===== src/rtl/ata_tf_pkg.sv =====
package ata_tf_pkg;

  localparam int ADDR_W = 4;
  localparam int DATA_W = 8;
  localparam int IDX_W  = 4;

  localparam logic [ADDR_W-1:0] A_FEAT = 4'd1;
  localparam logic [ADDR_W-1:0] A_CNT  = 4'd2;
  localparam logic [ADDR_W-1:0] A_SEC  = 4'd3;
  localparam logic [ADDR_W-1:0] A_CLO  = 4'd4;
  localparam logic [ADDR_W-1:0] A_CHI  = 4'd5;
  localparam logic [ADDR_W-1:0] A_DRV  = 4'd6;
  localparam logic [ADDR_W-1:0] A_CMD  = 4'd7;
  localparam logic [ADDR_W-1:0] A_CTRL = 4'd14;

  localparam logic [DATA_W-1:0] CTRL_IEN  = 8'h08;
  localparam logic [DATA_W-1:0] CTRL_HOB  = 8'h80;
  localparam logic [DATA_W-1:0] DRV_LBA   = 8'h40;
  localparam logic [DATA_W-1:0] DRV_FIXED = 8'hA0;

  typedef enum logic [3:0] {
    DST_NONE, DST_CNT_HI, DST_CNT_LO,
    DST_L0, DST_L1, DST_L2, DST_L3, DST_L4, DST_L5, DST_NIB
  } dst_e;

  typedef struct packed {
    logic [ADDR_W-1:0] addr;
    logic              wr;
    logic [DATA_W-1:0] data;
    dst_e              dst;
  } step_t;

  function automatic logic [IDX_W-1:0] step_total(logic load, logic ext);
    if (load) return ext ? IDX_W'(12) : IDX_W'(7);
    return ext ? IDX_W'(10) : IDX_W'(5);
  endfunction

  function automatic logic [DATA_W-1:0] drive_byte(logic ext, logic unit,
                                                   logic [3:0] nib);
    if (ext) return DRV_LBA | {3'b000, unit, 4'h0};
    return DRV_FIXED | DRV_LBA | {3'b000, unit, nib};
  endfunction

  function automatic step_t wr_step(logic [ADDR_W-1:0] a, logic [DATA_W-1:0] d);
    step_t s;
    s = '0;
    s.addr = a;
    s.wr   = 1'b1;
    s.data = d;
    s.dst  = DST_NONE;
    return s;
  endfunction

  function automatic step_t rd_step(logic [ADDR_W-1:0] a, dst_e d);
    step_t s;
    s = '0;
    s.addr = a;
    s.wr   = 1'b0;
    s.dst  = d;
    return s;
  endfunction

endpackage


===== src/rtl/ata_tf_steps.sv =====
module ata_tf_steps
  import ata_tf_pkg::*;
(
  input  logic             load_i,
  input  logic             ext_i,
  input  logic [IDX_W-1:0] idx_i,
  input  logic [15:0]      feat_i,
  input  logic [15:0]      count_i,
  input  logic [47:0]      lba_i,
  input  logic             unit_i,
  input  logic [7:0]       cmd_i,
  output step_t            step_o,
  output logic             last_o,
  output logic [IDX_W-1:0] total_o
);

  assign total_o = step_total(load_i, ext_i);
  assign last_o  = (idx_i == total_o - IDX_W'(1));

  always_comb begin
    step_o = wr_step(A_CMD, cmd_i);
    case ({load_i, ext_i})
      2'b11: begin
        case (idx_i)
          4'd0:  step_o = wr_step(A_FEAT, feat_i[15:8]);
          4'd1:  step_o = wr_step(A_FEAT, feat_i[7:0]);
          4'd2:  step_o = wr_step(A_CNT,  count_i[15:8]);
          4'd3:  step_o = wr_step(A_CNT,  count_i[7:0]);
          4'd4:  step_o = wr_step(A_SEC,  lba_i[31:24]);
          4'd5:  step_o = wr_step(A_SEC,  lba_i[7:0]);
          4'd6:  step_o = wr_step(A_CLO,  lba_i[39:32]);
          4'd7:  step_o = wr_step(A_CLO,  lba_i[15:8]);
          4'd8:  step_o = wr_step(A_CHI,  lba_i[47:40]);
          4'd9:  step_o = wr_step(A_CHI,  lba_i[23:16]);
          4'd10: step_o = wr_step(A_DRV,  drive_byte(1'b1, unit_i, 4'h0));
          default: step_o = wr_step(A_CMD, cmd_i);
        endcase
      end
      2'b10: begin
        case (idx_i)
          4'd0: step_o = wr_step(A_FEAT, feat_i[7:0]);
          4'd1: step_o = wr_step(A_CNT,  count_i[7:0]);
          4'd2: step_o = wr_step(A_SEC,  lba_i[7:0]);
          4'd3: step_o = wr_step(A_CLO,  lba_i[15:8]);
          4'd4: step_o = wr_step(A_CHI,  lba_i[23:16]);
          4'd5: step_o = wr_step(A_DRV,  drive_byte(1'b0, unit_i, lba_i[27:24]));
          default: step_o = wr_step(A_CMD, cmd_i);
        endcase
      end
      2'b01: begin
        case (idx_i)
          4'd0: step_o = wr_step(A_CTRL, CTRL_IEN | CTRL_HOB);
          4'd1: step_o = rd_step(A_CNT, DST_CNT_HI);
          4'd2: step_o = rd_step(A_SEC, DST_L3);
          4'd3: step_o = rd_step(A_CLO, DST_L4);
          4'd4: step_o = rd_step(A_CHI, DST_L5);
          4'd5: step_o = wr_step(A_CTRL, CTRL_IEN);
          4'd6: step_o = rd_step(A_CNT, DST_CNT_LO);
          4'd7: step_o = rd_step(A_SEC, DST_L0);
          4'd8: step_o = rd_step(A_CLO, DST_L1);
          default: step_o = rd_step(A_CHI, DST_L2);
        endcase
      end
      default: begin
        case (idx_i)
          4'd0: step_o = rd_step(A_CNT, DST_CNT_LO);
          4'd1: step_o = rd_step(A_SEC, DST_L0);
          4'd2: step_o = rd_step(A_CLO, DST_L1);
          4'd3: step_o = rd_step(A_CHI, DST_L2);
          default: step_o = rd_step(A_DRV, DST_NIB);
        endcase
      end
    endcase
  end

endmodule


===== src/rtl/ata_tf_gather.sv =====
module ata_tf_gather
  import ata_tf_pkg::*;
(
  input  logic        clk,
  input  logic        rst_n,
  input  logic        clear_i,
  input  logic        cap_i,
  input  dst_e        dst_i,
  input  logic [7:0]  rdata_i,
  output logic [15:0] count_o,
  output logic [47:0] lba_o
);

  always_ff @(posedge clk) begin
    if (!rst_n || clear_i) begin
      count_o <= '0;
      lba_o   <= '0;
    end else if (cap_i) begin
      case (dst_i)
        DST_CNT_HI: count_o[15:8]  <= rdata_i;
        DST_CNT_LO: count_o[7:0]   <= rdata_i;
        DST_L0:     lba_o[7:0]     <= rdata_i;
        DST_L1:     lba_o[15:8]    <= rdata_i;
        DST_L2:     lba_o[23:16]   <= rdata_i;
        DST_L3:     lba_o[31:24]   <= rdata_i;
        DST_L4:     lba_o[39:32]   <= rdata_i;
        DST_L5:     lba_o[47:40]   <= rdata_i;
        DST_NIB:    lba_o[27:24]   <= rdata_i[3:0];
        default: ;
      endcase
    end
  end

  // the drive/head nibble only lands in bits 27:24, upper bits stay clear
  p_nib_upper_clear_r7: assert property (@(posedge clk) disable iff (!rst_n)
    cap_i && dst_i == DST_NIB && !clear_i |=> lba_o[31:28] == $past(lba_o[31:28]));

endmodule


===== src/rtl/ata_tf_seq.sv =====
module ata_tf_seq
  import ata_tf_pkg::*;
(
  input  logic        clk,
  input  logic        rst_n,
  input  logic        op_valid_i,
  input  logic        op_rdbk_i,
  input  logic        op_ext_i,
  input  logic [15:0] feat_i,
  input  logic [15:0] count_i,
  input  logic [47:0] lba_i,
  input  logic        unit_i,
  input  logic [7:0]  cmd_i,
  output logic        busy_o,
  output logic        done_o,
  output logic        reg_valid_o,
  output logic        reg_write_o,
  output logic [3:0]  reg_addr_o,
  output logic [7:0]  reg_wdata_o,
  input  logic        reg_ready_i,
  input  logic [7:0]  reg_rdata_i,
  output logic [15:0] res_count_o,
  output logic [47:0] res_lba_o
);

  logic             busy_q, done_q, load_q, ext_q, unit_q;
  logic [IDX_W-1:0] idx_q;
  logic [15:0]      feat_q, count_q;
  logic [47:0]      lba_q;
  logic [7:0]       cmd_q;

  step_t            cur_step;
  logic             cur_last;
  logic [IDX_W-1:0] cur_total;

  // named events for the assertions
  logic op_accept, acc_fire, rd_fire;
  assign op_accept = op_valid_i && !busy_q;
  assign acc_fire  = busy_q && reg_ready_i;
  assign rd_fire   = acc_fire && !cur_step.wr;

  always_ff @(posedge clk) begin
    if (!rst_n) begin
      busy_q  <= 1'b0;
      done_q  <= 1'b0;
      idx_q   <= '0;
      load_q  <= 1'b0;
      ext_q   <= 1'b0;
      unit_q  <= 1'b0;
      feat_q  <= '0;
      count_q <= '0;
      lba_q   <= '0;
      cmd_q   <= '0;
    end else begin
      done_q <= 1'b0;
      if (op_accept) begin
        busy_q  <= 1'b1;
        idx_q   <= '0;
        load_q  <= !op_rdbk_i;
        ext_q   <= op_ext_i;
        unit_q  <= unit_i;
        feat_q  <= feat_i;
        count_q <= count_i;
        lba_q   <= lba_i;
        cmd_q   <= cmd_i;
      end else if (acc_fire) begin
        if (cur_last) begin
          busy_q <= 1'b0;
          done_q <= 1'b1;
        end else begin
          idx_q <= idx_q + IDX_W'(1);
        end
      end
    end
  end

  ata_tf_steps u_steps (
    .load_i  (load_q),
    .ext_i   (ext_q),
    .idx_i   (idx_q),
    .feat_i  (feat_q),
    .count_i (count_q),
    .lba_i   (lba_q),
    .unit_i  (unit_q),
    .cmd_i   (cmd_q),
    .step_o  (cur_step),
    .last_o  (cur_last),
    .total_o (cur_total)
  );

  ata_tf_gather u_gather (
    .clk     (clk),
    .rst_n   (rst_n),
    .clear_i (op_accept),
    .cap_i   (rd_fire),
    .dst_i   (cur_step.dst),
    .rdata_i (reg_rdata_i),
    .count_o (res_count_o),
    .lba_o   (res_lba_o)
  );

  assign busy_o      = busy_q;
  assign done_o      = done_q;
  assign reg_valid_o = busy_q;
  assign reg_write_o = cur_step.wr;
  assign reg_addr_o  = cur_step.addr;
  assign reg_wdata_o = cur_step.wr ? cur_step.data : 8'h00;

  // a stalled access is held unchanged
  p_hold_stall_r8: assert property (@(posedge clk) disable iff (!rst_n)
    reg_valid_o && !reg_ready_i |=> reg_valid_o && $stable(reg_addr_o)
      && $stable(reg_wdata_o) && $stable(reg_write_o));

  // completing the command write ends the operation
  p_cmd_ends_r5: assert property (@(posedge clk) disable iff (!rst_n)
    acc_fire && reg_addr_o == A_CMD |=> !busy_o);

  // the command register is only ever written, and only by a load
  p_cmd_write_load_r5: assert property (@(posedge clk) disable iff (!rst_n)
    reg_valid_o && reg_addr_o == A_CMD |-> reg_write_o && load_q);

  // the control register is touched only by a 48-bit readback
  p_ctrl_rdbk_r6: assert property (@(posedge clk) disable iff (!rst_n)
    reg_valid_o && reg_addr_o == A_CTRL |-> !load_q && ext_q && reg_write_o);

  // the completion pulse coincides with the fall of busy
  p_done_fall_r9: assert property (@(posedge clk) disable iff (!rst_n)
    done_o |-> $fell(busy_o));

  // the step counter stays inside the selected sequence
  p_idx_bound_r9: assert property (@(posedge clk) disable iff (!rst_n)
    busy_o |-> idx_q < cur_total);

endmodule


===== config.mk =====
export PLATFORM = sky130hd
export DESIGN_NAME = ata_tf_seq
export DESIGN_NICKNAME = d
export VERILOG_FILES = /design/src/rtl/ata_tf_pkg.sv /design/src/rtl/ata_tf_steps.sv /design/src/rtl/ata_tf_gather.sv /design/src/rtl/ata_tf_seq.sv
export SDC_FILE = /design/constraint.sdc
export NUM_CORES = 1
export LEC_CHECK = 0
export ABC_AREA = 1
export BUFFER_PORTS_ARGS = -buffer_cell sky130_fd_sc_hd__clkbuf_2
export CORE_MARGIN = 1
export CORE_UTILIZATION = 57
export DETAILED_ROUTE_END_ITERATION = 16
export PLACE_DENSITY = 0.84
export SYNTH_ARGS = -nofsm -noshare
export SYNTH_HDL_FRONTEND = slang
export SYNTH_HIERARCHICAL = 1
export SYNTH_SLANG_ARGS = --single-unit

===== constraint.sdc =====
create_clock -name clk -period 6.4 [get_ports clk]
set_clock_uncertainty 0.2 [all_clocks]
set_input_delay 0.32 -clock clk [delete_from_list [all_inputs] [get_ports clk]]
set_output_delay 0.32 -clock clk [all_outputs]
set_load 0.02 [all_outputs]

# Word-level counts from Yosys, hierarchy flattened
# Memory sizes are Yosys's and may differ from the RTL's. A register that Yosys moved wholly into a read port is not among the register bits.
# Index checks and enable logic that the tools add are counted.
# totals
register_bits,161
latch_bits,0
ramBits,0
rom_bits,176
inputBits,103
output_inout_bits,80
wordCells,92
memories,1
# op_classes
n_addsub,2
multipliers,0
n_div,0
order_cmp,0
eq_ne,23
n_shift,0
mux,19
bitwise,3
reduce_logical,25
# memory_table
memory,depth,width,read_ports,rd_clocked_by_memory_dff,write_ports,line,text
(no name shown),16,11,1,1,0,ata_tf_steps.sv:51,case (idx_i)
# ops
cell,n
$pmux W16 S11,1
$pmux W16 S6,1
$pmux W16 S4,1
$pmux W17 S3,1
$eq A4 B3 Y1 const B,8
$mux W4,6
$reduce_and A2 Y1,11
$eq A4 B4 Y1 const B,5
$eq A4 B2 Y1 const B,4
$mux W8,2
$eq A4 B1 Y1 const B,2
$mux W1,7
$add A4 B1 Y4 const B,1
$eq A2 B2 Y1 const B,2
$eq A4 B4 Y1,1
$logic_not A1 Y1,4
$logic_not A4 Y1,1
$reduce_bool A2 Y1,2
$reduce_or A2 Y1,2
$sub A4 B1 Y4 const B,1
$logic_and A1 B1 Y1,3
$not A1 Y1,3
$reduce_or A3 Y1,1
$eq A2 B1 Y1 const B,1
$logic_or A1 B1 Y1,1

# Logic depth before layout (Yosys ltp)
# depth
ltp_word,9
ltp_mapped,16
ltp_nobuf,14

# Cells and area by module
# The synthesis kept the hierarchy.
# modules_own_cells
mod,instances,cells_each,area_per_inst_um2,seq_area_each_um2
ata_tf_seq,1,447,3440.8,1941.9
ata_tf_gather,1,295,2280.9,1281.2
ata_tf_steps,1,442,2099.5,0.0

# Least setup slack after synthesis
# Ideal clock, no wire load.
# synth_path
path_type,register -> register
startpoint,register idx_q[0]
endpoint,register u_gather.lba_o[24]
setup_ns,0.115
arrival_time_ns,2.689
required_time_ns,6.085
setup_slack_ns,3.396
stages_incl_launch_ff,16
path_buffers,3
period_less_slack_ns,3.004
path_cell_list,dfxtp_1 -> inv_1 -> ha_1 -> buf_2 -> nand2_1 -> a21oi_1 -> o31ai_1 -> inv_1 -> clkbuf_1 -> nor2_1 -> nand2_1 -> nor2_1 -> nand2_1 -> buf_2 -> a21oi_1 -> nor2_1
# synth_via
elab_chain_cells,6
elab_cells_between_ends,10
classes_between,eq/ne: 5; mux: 2; reduce/logical: 3
# synth_rtl
item,line,text
"start, declared",ata_tf_seq.sv:27,logic [IDX_W-1:0] idx_q;
"start signal, assigned",ata_tf_seq.sv:71,idx_q <= idx_q + IDX_W'(1);
"$eq A4 B2 Y1, or another cell as far along",ata_tf_steps.sv:65,case (idx_i)
$pmux W16 S4 (*),ata_tf_steps.sv:65,
$pmux W17 S3 (*),ata_tf_steps.sv:22,"case ({load_i, ext_i})"
$eq A4 B4 Y1 or $eq A4 B3 Y1 (tied branches),ata_tf_gather.sv:19,case (dst_i)
$reduce_or A2 Y1 (no line) (*),--,
$reduce_and A2 Y1 (no line) (*),--,
"end signal, assigned",ata_tf_gather.sv:25,DST_L3: lba_o[31:24] <= rdata_i;
"end signal, assigned",ata_tf_gather.sv:28,DST_NIB: lba_o[27:24] <= rdata_i[3:0];
"end, declared",ata_tf_gather.sv:11,output logic [47:0] lba_o
# Mark *: on every way between the ends. The rest lies on a longest branch, timed or not.
# A chain may end at the register's enable or synchronous reset.

# Worst setup path in the final report
# layout_path
startpoint,register idx_q[2]
endpoint,register u_gather.lba_o[35]
# layout_via
elab_chain_cells,5
elab_cells_between_ends,8
classes_between,eq/ne: 4; mux: 2; reduce/logical: 2
# layout_rtl
item,line,text
"$eq A4 B2 Y1, or another cell as far along",ata_tf_steps.sv:65,
$pmux W16 S4 (*),ata_tf_steps.sv:65,
$pmux W17 S3 (*),ata_tf_steps.sv:22,
$eq A4 B3 Y1 (*),ata_tf_gather.sv:19,
$reduce_and A2 Y1 (no line) (*),--,
"end signal, assigned",ata_tf_gather.sv:26,DST_L4: lba_o[39:32] <= rdata_i;
# Marked as above.

==> impl_metrics.csv <==
group,metric,value,unit
status,run_status,"complete, no violations",
worst_setup_path,worstPathRequired,6.56,ns
sta,fin_crit_sh,0.634,
clock_tree,cts-buffers-inserted,17,
power,p_leak,0.00491,uW
cells_and_area,drive_above_1_share,0.171,
clock_tree,cts_tree,"done",
sta,tightest_slew,1.08,ns
floorplanning,row_count,42,
floorplanning,ioPinCount,183,
worst_setup_path,rrSetupSlack,2.34,ns
synthesis,ys.warnings.count,6,
clock_tree,clkTransAtPathRegs,0.06,ns
worst_setup_path,reg2reg_depth,10,
clock_tree,cts_resized,0,
global_route,grt_usage,0.385,
sta,setup_tns,0,ns
placed_design,place.gp.congestion,1.01,
clock_tree,cts_setup_buffers,0,
routing,wl_per_cell,17.0,um
worst_setup_path,critPathCaptureType,"flip-flop",
worst_setup_path,crit_chain,"nor2_2 > nand2_1 > a21oi_1 > o31ai_1 > inv_1 > nor2_1 > nand3_2 > nor2_2 > o21ai_0 > a21oi_1",
routing,drtIter0Drc,1400,
worst_setup_path,r2r_start,"idx_q[2]",
routing,first_pass_iters,8,
worst_setup_path,cp-start-kind,"flip-flop",
placed_design,port_buffers,182,
sta,slew_violations,0,
placed_design,dp_hpwl,16.5,mm
clock_tree,cts.sinks,161,
flow_run,maxCapViolCount,0,
worst_setup_path,crit_family,"simple AND/OR/NAND/NOR gates",
floorplanning,core,13300,um^2
global_route,antenna_found_initial,1,
routing,ant_nets,0,
worst_setup_path,crit_fanout,26,
routing,vias,9147,
floorplanning,chipHeight,119,um
worst_setup_path,slowest_stage,"dfxtp_1",
worst_setup_path,arrival,4.21,ns
global_route,grt_start_max_net_pins,96,
worst_hold_path,worstHoldPathType,"in -> reg",
worst_setup_path,startpoint,"idx_q[2]",
clock_tree,htreeDepth,4,
global_route,grt_remaining_overflow,0,
cells_and_area,area_growth,31.2,%
routing,drc_errors,0,
floorplanning,start_util,0.586,
synthesis,syn-num-nets,1295,
synthesis,netlist_area,7800,um^2
clock_tree,root_buffer,"clkbuf_16",
synthesis,avgSynthCellArea,6.60,um^2
clock_tree,clkLatencyLatePin,0.43,ns
cells_and_area,layout.nets,1532,
sta,setup_violations,0,
worst_setup_path,r2r-end,"u_gather/lba_o[35]",
power,vdd_drop_max,0.274,mV
sta,fmax,247,MHz
worst_setup_path,worst-path-buf-inv,1,
clock_tree,hold_buffers,92,
routing,totalWireLength,27.4,mm
floorplanning,die_w,119,um
synthesis,synthCells,1181,
clock_tree,clock_path_buffers,2,
sta,finalCriticalPeriod,4.06,ns
floorplanning,dieArea,14200,um^2
power,p_total,2520,uW
worst_setup_path,crit_cells,10,
worst_setup_path,critical_path_class,"reg -> reg",
global_route,grt_pass1_wl,42.3,mm
power,power_density,246,nW/um^2
sta,relSlewSlack,0.279,
routing,vias_per_cell,5.69,
sta,hold_viol,0,
global_route,grt_pass1_vias,8428,
worst_setup_path,cpPeakStageDelay,1.03,ns
worst_setup_path,crit_end,"u_gather/lba_o[35]",
sta,rsz0062_at_grt,"no",
layout make-up:
type | instances | area [um^2]
inverter | 88 | 333
multi-input combinational | 872 | 3950
timing repair buffer | 278 | 1860
tap | 176 | 220
fill | 957 | 3060
clock inverter | 15 | 220
sequential | 161 | 3220
clock buffer | 17 | 425
antenna | 1 | 2.50
worst register-to-register path: stages, from the launching register on:
cell and delay, ns:
dfxtp_1 1.03, nor2_2 0.44, nand2_1 0.33, a21oi_1 0.13, o31ai_1 0.20, inv_1 0.20, nor2_1 0.40, nand3_2 0.15
nor2_2 0.49, o21ai_0 0.23, a21oi_1 0.18
worst min path at each step:
stage	startpoint	to	slack, ns	cells after the start
after floorplan	op_rdbk_i	load_q	0.21	1
after global placement	u_gather/lba_o[12]	u_gather/lba_o[12]	0.26	2
after detailed placement	u_gather/lba_o[10]	u_gather/lba_o[10]	0.27	2
after CTS	lba_i[2]	lba_q[2]	0.00005	3
after global routing	lba_i[2]	lba_q[2]	0.002	3
final	lba_i[2]	lba_q[2]	0.002	3
placed cells by master, fill, tap and decap left out, types with 4 or more instances in the layout:
cell type / n
a21oi_1: 41
buf_4: 4
bufinv_16: 4
clkbuf_16: 17
clkbuf_2: 182
dfxtp_1: 161
dlygate4sd3_1: 92
ha_1: 11
inv_1: 84
inv_6: 4
nand2_1: 176
nand2_2: 4
nand3_1: 75
nand3b_1: 4
nand4_1: 21
nor2_1: 336
nor2_2: 8
nor2_4: 4
o21ai_0: 166
o22ai_1: 4
power breakdown:
group / switching (uW) / internal, uW / leakage (uW) / total (uW)
Combinational: 187 / 121 / 0.00328 / 307
Sequential: 43.3 / 1050 / 0.00132 / 1090
Clock: 450 / 667 / 0.000319 / 1120
sequential cells by signal, indices dropped and copies added (netlist names):
register / flops
idx_q: 4
count_q: 16
u_gather/lba_o: 48
lba_q: 48
feat_q: 16
done_o: 1
load_q: 1
cmd_q: 8
u_gather/count_o: 16
unit_q: 1
ext_q: 1
busy_o: 1
layer usage:
layer  part of all wire  GRT usage  up-vias
met2               0.47      0.637      608
met4              0.034      0.166        0
met3              0.099     0.0891       86
met5                  0          0        -
met1               0.40      0.479     4169
li1                   -          -     4284
stage by stage:
stage	hold slack [ns]	area, um^2	setup slack [ns]	cells	utilization
finish	0.00176	10200	2.34	1608	0.770
global route	0.00247	10200	2.00	1608	0.770
CTS	0.0000491	10200	2.49	1607	0.769
detailed placement	0.271	8660	2.62	1483	0.652
global placement	0.262	8660	2.76	1483	0.652
floorplan	0.209	7800	3.40	1181	-
Note: power is estimated with default switching activity, not from simulation.
